[config.mk]
export PLATFORM = sky130hd
export DESIGN_NAME = adc_read_port
export DESIGN_NICKNAME = d
export VERILOG_FILES = /design/src/rtl/adc_rd_pkg.sv /design/src/rtl/line_filter.sv /design/src/rtl/bus_cond.sv /design/src/rtl/adc_read_port.sv
export SDC_FILE = /design/constraint.sdc
export NUM_CORES = 1
export LEC_CHECK = 0
export BUFFER_PORTS_ARGS = -buffer_cell sky130_fd_sc_hd__buf_2
export CORE_UTILIZATION = 43
export CTS_CLUSTER_SIZE = 8
export DETAILED_ROUTE_END_ITERATION = 8
export GPL_TIMING_DRIVEN = 0
export HOLD_SLACK_MARGIN = 0.12
export REMOVE_ABC_BUFFERS = 1
export SYNTH_ARGS = -nofsm -noshare
export SYNTH_HDL_FRONTEND = slang
export SYNTH_SLANG_ARGS = --single-unit
[constraint.sdc]
create_clock -name clk -period 3.5 [get_ports clk]
set_clock_uncertainty 0.15 [all_clocks]
set_input_delay 0.35 -clock clk [delete_from_list [all_inputs] [get_ports clk]]
set_output_delay 0.35 -clock clk [all_outputs]
set_load 0.01 [all_outputs]
[src/rtl/adc_rd_pkg.sv]
`timescale 1ns/1ps
package adc_rd_pkg;

  typedef enum logic [2:0] {
    B_IDLE, B_ADDR, B_ACK, B_DATA, B_MACK, B_SKIP
  } bus_st_e;

  typedef enum logic [1:0] {
    C_BUSY, C_SLEEP, C_XMIT
  } conv_st_e;

  // address byte: seven address bits followed by the read flag (1 = read)
  function automatic logic addr_hit(input logic [7:0] rx, input logic [6:0] own);
    return (rx[7:1] == own) && rx[0];
  endfunction

endpackage

[src/rtl/line_filter.sv]
`timescale 1ns/1ps
module line_filter #(
  parameter int FILT_LEN = 10
) (
  input  logic clk,
  input  logic rst_n,
  input  logic raw_i,
  output logic filt_o
);
  localparam int CW = $clog2(FILT_LEN + 1);

  logic s1_q, s2_q, filt_q;
  logic [CW-1:0] cnt_q;

  always_ff @(posedge clk or negedge rst_n) begin
    if (!rst_n) begin
      s1_q   <= 1'b1;
      s2_q   <= 1'b1;
      filt_q <= 1'b1;
      cnt_q  <= '0;
    end else begin
      s1_q <= raw_i;
      s2_q <= s1_q;
      if (s2_q == filt_q) begin
        cnt_q <= '0;
      end else if (cnt_q == CW'(FILT_LEN - 1)) begin
        filt_q <= s2_q;
        cnt_q  <= '0;
      end else begin
        cnt_q <= cnt_q + 1'b1;
      end
    end
  end

  assign filt_o = filt_q;


  settle_chk: assert property (@(posedge clk) disable iff (!rst_n)
    (filt_q != $past(filt_q)) |-> ($past(s2_q) == filt_q));

endmodule

[src/rtl/bus_cond.sv]
`timescale 1ns/1ps
module bus_cond (
  input  logic clk,
  input  logic rst_n,
  input  logic scl_f,
  input  logic sda_f,
  output logic start_o,
  output logic stop_o,
  output logic rise_o,
  output logic fall_o
);
  logic scl_p, sda_p;

  always_ff @(posedge clk or negedge rst_n) begin
    if (!rst_n) begin
      scl_p <= 1'b1;
      sda_p <= 1'b1;
    end else begin
      scl_p <= scl_f;
      sda_p <= sda_f;
    end
  end

  assign start_o = scl_f & scl_p & sda_p & ~sda_f;
  assign stop_o  = scl_f & scl_p & ~sda_p & sda_f;
  assign rise_o  = scl_f & ~scl_p;
  assign fall_o  = ~scl_f & scl_p;


  bus_event_chk: assert property (@(posedge clk) disable iff (!rst_n)
    $onehot0({start_o, stop_o, rise_o, fall_o}));

endmodule

[src/rtl/adc_read_port.sv]
`timescale 1ns/1ps
module adc_read_port
  import adc_rd_pkg::*;
#(
  parameter int          DATA_W   = 16,
  parameter int          FILT_LEN = 10,
  parameter logic [6:0]  OWN_ADDR = 7'b0010100
) (
  input  logic              clk,
  input  logic              rst_n,
  input  logic              scl_i,
  input  logic              sda_i,
  input  logic              conv_done_i,
  input  logic [DATA_W-1:0] conv_data_i,
  output logic              sda_pull_o,
  output logic              conv_start_o,
  output logic              sleep_o
);
  localparam int IDX_W = $clog2(DATA_W);

  logic [1:0] raw_w, filt_w;
  logic ev_start, ev_stop, ev_rise, ev_fall;

  assign raw_w = {scl_i, sda_i};

  for (genvar g = 0; g < 2; g++) begin : g_line
    line_filter #(.FILT_LEN(FILT_LEN)) u_filt (
      .clk(clk), .rst_n(rst_n), .raw_i(raw_w[g]), .filt_o(filt_w[g])
    );
  end

  bus_cond u_cond (
    .clk(clk), .rst_n(rst_n), .scl_f(filt_w[1]), .sda_f(filt_w[0]),
    .start_o(ev_start), .stop_o(ev_stop), .rise_o(ev_rise), .fall_o(ev_fall)
  );

  function automatic logic bit_below(input logic [DATA_W-1:0] w, input logic [IDX_W-1:0] i);
    return w[i - IDX_W'(1)];
  endfunction

  bus_st_e           bst;
  conv_st_e          cst;
  logic [7:0]        shreg;
  logic [3:0]        bcnt;
  logic [IDX_W-1:0]  idx;
  logic [DATA_W-1:0] res_q;
  logic              pull_q, start_q, boot_q;

  always_ff @(posedge clk or negedge rst_n) begin
    if (!rst_n) begin
      bst     <= B_IDLE;
      cst     <= C_BUSY;
      shreg   <= '0;
      bcnt    <= '0;
      idx     <= '0;
      res_q   <= '0;
      pull_q  <= 1'b0;
      start_q <= 1'b0;
      boot_q  <= 1'b1;
    end else begin
      start_q <= boot_q;
      boot_q  <= 1'b0;
      if (cst == C_BUSY && conv_done_i) begin
        res_q <= conv_data_i;
        cst   <= C_SLEEP;
      end
      if (ev_start) begin
        bst    <= B_ADDR;
        bcnt   <= '0;
        pull_q <= 1'b0;
        if (cst == C_XMIT) cst <= C_SLEEP;
      end else if (ev_stop) begin
        bst    <= B_IDLE;
        pull_q <= 1'b0;
        if (cst == C_XMIT) begin
          cst     <= C_BUSY;
          start_q <= 1'b1;
        end
      end else begin
        unique case (bst)
          B_ADDR: begin
            if (ev_rise && bcnt != 4'd8) begin
              shreg <= {shreg[6:0], filt_w[0]};
              bcnt  <= bcnt + 1'b1;
            end else if (ev_fall && bcnt == 4'd8) begin
              if (addr_hit(shreg, OWN_ADDR) && cst == C_SLEEP) begin
                pull_q <= 1'b1;
                bst    <= B_ACK;
                cst    <= C_XMIT;
              end else begin
                bst <= B_SKIP;
              end
            end
          end
          B_ACK: if (ev_fall) begin
            pull_q <= ~res_q[DATA_W-1];
            idx    <= IDX_W'(DATA_W - 1);
            bcnt   <= 4'd1;
            bst    <= B_DATA;
          end
          B_DATA: if (ev_fall) begin
            if (bcnt == 4'd8) begin
              pull_q <= 1'b0;
              bst    <= B_MACK;
            end else begin
              pull_q <= ~bit_below(res_q, idx);
              idx    <= idx - 1'b1;
              bcnt   <= bcnt + 1'b1;
            end
          end
          B_MACK: if (ev_fall) begin
            if (idx == '0) begin
              bst     <= B_SKIP;
              cst     <= C_BUSY;
              start_q <= 1'b1;
            end else begin
              pull_q <= ~bit_below(res_q, idx);
              idx    <= idx - 1'b1;
              bcnt   <= 4'd1;
              bst    <= B_DATA;
            end
          end
          default: ;
        endcase
      end
    end
  end

  assign sda_pull_o   = pull_q;
  assign conv_start_o = start_q;
  assign sleep_o      = (cst == C_SLEEP);


  pull_edge_chk: assert property (@(posedge clk) disable iff (!rst_n)
    $rose(pull_q) |-> $past(ev_fall));

  pull_window_chk: assert property (@(posedge clk) disable iff (!rst_n)
    pull_q |-> (bst == B_ACK || bst == B_DATA));

  kick_busy_chk: assert property (@(posedge clk) disable iff (!rst_n)
    start_q |-> (cst == C_BUSY));

  hold_chk: assert property (@(posedge clk) disable iff (!rst_n)
    (cst == C_SLEEP && $past(cst == C_SLEEP)) |-> $stable(res_q));

  ack_source_chk: assert property (@(posedge clk) disable iff (!rst_n)
    $rose(cst == C_XMIT) |-> $past(cst == C_SLEEP));

endmodule

==> summary.txt <==
Worst hold path
  – Hold path startpoint: g_line[0].u_filt.s1_q
  – Hold path cells: 0
  – Min-Delay Endpoint: g_line[0].u_filt.s2_q
  – Worst hold path class: flip-flop to flip-flop

Critical path
  – R2r setup slk: 1.12 ns
  – Worst reg2reg startpoint: idx[0]
  – Worst Path Required: 3.62 ns
  – Slowest cell on the critical path: mux4_2
  – Reg2reg end: sda_pull_o
  – Setup CP Type: flip-flop to flip-flop
  – Crit-path cells: inv_1 -> ha_1 -> xor2_4 -> mux4_2 -> nor2_1 -> nand4bb_1 -> o311a_1
  – CP Max Fanout: 6
  – Largest stage delay, worst path: 0.57 ns
  – Worst Path Buf+Inv: 1
  – Delay-heaviest family, CP: multiplexers
  – CP startpoint kind: flip-flop
  – Depth of the most critical reg-to-reg path: 7
  – Data arrival time of the critical path: 2.50 ns
  – Type of destination of the critical path: flip-flop

Route
  – Initial drt markers: 96
  – Drt wl/cell: 13.9 µm
  – DRT antenna net count: 0
  – Detailed Routing Iterations Pass 1: 4
  – DRC: 0
  – Vias: 1849
  – Routed WL: 4880 µm
  – Vias per cell: 5.25

Timing
  – Hold WS: 0.211 ns
  – Fin worst setup slack: 1.12 ns
  – Final period util: 0.681
  – Final Max Tran Viols: 0
  – Final Hold Vio Count: 0
  – Setup TNS: 0 ns
  – F_max: 0.419 GHz
  – Worst slew pin tran: 1.31 ns
  – Final setup fails: 0
  – Final min period: 2.38 ns
  – RSZ-0062 raised after global routing: false
  – Rel. slew slack: 0.127

Synth
  – Top_reg_cell synth: dfrtp_1
  – Ys Warns: 0
  – Top cell type's share of synthesized area: 0.429
  – Mapped Cells: 234
  – Synth async-reset ratio: 1.00
  – Mapped Avg Cell Area: 11.7 µm²
  – Cell area after synthesis: 2740 µm²
  – Register area share after synthesis: 0.515
  – Post-synth EDFFs: 0
  – #FFs+latches synth: 56
  – Most frequent cell after synthesis: dfrtp_1
  – Top cells by count, synth: dfrtp_1, mux2_2, nor2_1
  – Area contributors post-synth: dfrtp_1, mux2_2, dfstp_2
  – Count of cell types in the netlist: 51
  – Yosys top cell by area: dfrtp_1

Clock network
  – Clk_lat worst skew: 0.32 ns
  – Clock slew at reported path FFs: 0.11 ns
  – CTS tree: yes
  – Clock Path Buffers: 2
  – H-tree lvl count: 2
  – Post-CTS sizing: 0
  – Clock sinks: 56
  – Number of CTS-inserted buffers: 5
  – Root Buffer: clkbuf_8

GRT
  – Initial antenna violation count: 0
  – First-pass GRT wire length: 8390 µm
  – Gr usage total: 0.167
  – Met2 Use GR: 0.273
  – Pin count of the biggest net entering global routing: 57
  – Vias in the first global route: 1833
  – Met3 GRT Util: 0.0400
  – Gr busiest metal: met2
  – Met1 Track Usage GR: 0.221
  – GR Overflow Total: 0

Final layout
  – # diodes: 0
  – Share of cells above drive strength 1: 0.271
  – Syn-to-layout area delta: 16.9%
  – Design area: 3210 µm²
  – Fill cell count: 552
  – Layout Nets: 305
  – Util after Layout: 0.532

Pwr
  – Worst VDD drop: 0.213 mV
  – LEAKAGE: 1.45 nW
  – Pwr dens: 376 nW/µm²

Die
  – Core ar.: 6030 µm²
  – Die ar.: 6700 µm²
  – Initial core utilization: 0.455
  – Die Span Y: 81.9 µm
  – Die W: 81.9 µm
  – FP Rows: 28
  – Boundary Pins: 24

Job
  – MaxCap Viol Count: 0

Placed design
  – Placement Cell Area: 2920 µm²
  – Post-DP HPWL: 3440 µm
  – Place WS: 1.14 ns
  – PortBufs: 23
  – Placer Congestion: 0.779

Outcome
  – Outcome: complete, no violations
==> worst max path at each step <==
stage	start	endpoint	slack, ns	cells after the start
after floorplan	idx[0]	sda_pull_o	1.38	7
final	idx[0]	sda_pull_o	1.12	7
after global placement	conv_done_i	res_q[6]	1.12	4
after detailed placement	idx[0]	sda_pull_o	1.14	7
after global routing	idx[0]	sda_pull_o	0.98	7
after CTS	idx[0]	sda_pull_o	1.10	7
==> power by group <==
part           leakage (nW)  internal, mW  switching [mW]
Clock                0.0423         0.146           0.225
Sequential            0.713         0.693          0.0293
Combinational         0.692        0.0651          0.0475
==> worst reg2reg max path, stage by stage (launching register included) <==
cell       delay [ns]
dfrtp_1          0.45
inv_1            0.14
ha_1             0.30
xor2_4           0.32
mux4_2           0.57
nor2_1           0.10
nand4bb_1        0.13
o311a_1          0.16
==> cell families after synthesis <==
family,synth area share
flip-flops,0.515
buffers and inverters,0.0246
adder cells (fa/ha/maj),0.0365
AO/OA/AOI/OAI,0.104
multiplexers,0.139
XOR/XNOR,0.0356
other,0.00137
AND/OR/NAND/NOR,0.144
==> metal layers <==
layer	wire length, µm	up-vias
li1	-	914
met3	144	2
met2	2290	22
met5	0	-
met1	2430	911
met4	19	0
==> final cells by class <==
type	count	area [µm²]	share of cell area
clock buffer	5	68.8	0.0215
clock inverter	3	26.3	0.00819
inverter	9	33.8	0.0105
multi-input combinational	162	1260	0.394
sequential	56	1410	0.440
tap	75	93.8	0.0293
timing repair buffer	42	308	0.0960
==> registers in the layout, summed over array words and instances, names as in the netlist <==
register and cells:
u_cond.scl_p 1, g_line.u_filt.s2_q 2, shreg 8, bst 3
u_cond.sda_p 1, g_line.u_filt.s1_q 2, sda_pull_o 1, g_line.u_filt.cnt_q 8
idx 4, g_line.u_filt.filt_o 2, boot_q 1, conv_start_o 1
res_q 16, bcnt 4, cst 2
==> cells in the final DEF (no fill, tap or decap), types with 2 or more instances in the layout <==
master,synthesis,layout
a211oi_1,2,2
a21boi_0,2,2
a21o_1,3,3
a21oi_1,9,9
a31o_2,2,2
and4b_1,2,2
buf_2,6,22
clkbuf_8,0,5
clkinvlp_4,0,2
dfrtp_1,47,47
dfstp_2,9,9
dlygate4sd3_1,0,19
ha_1,8,8
inv_1,9,9
mux2_2,26,26
mux2i_1,4,4
nand2_1,11,11
nand2b_1,6,6
nand3_1,8,8
nand3b_1,3,3
nor2_1,19,19
nor2b_1,8,8
nor3_1,2,2
nor4_1,2,2
o211ai_1,3,3
o21ai_0,8,8
o31ai_1,2,2
xnor2_1,3,3
xor2_1,5,5
==> metrics by stage <==
| step | cells | total power [mW] |
|---|---|---|
| global route | 352 | 1.27 |
| detailed placement | 325 | 0.835 |
| CTS | 351 | 1.22 |
| finish | 352 | 1.21 |
| floorplan | 227 | 0.791 |
| global placement | 325 | 0.830 |
==> repair_timing <==
| item | CTS | global route |
|---|---|---|
| hold buffers | 18 | 1 |
| hold endpoints to repair | 18 | 47 |
| setup buffers | 0 | 0 |
Note: power is estimated with default switching activity, not from simulation.
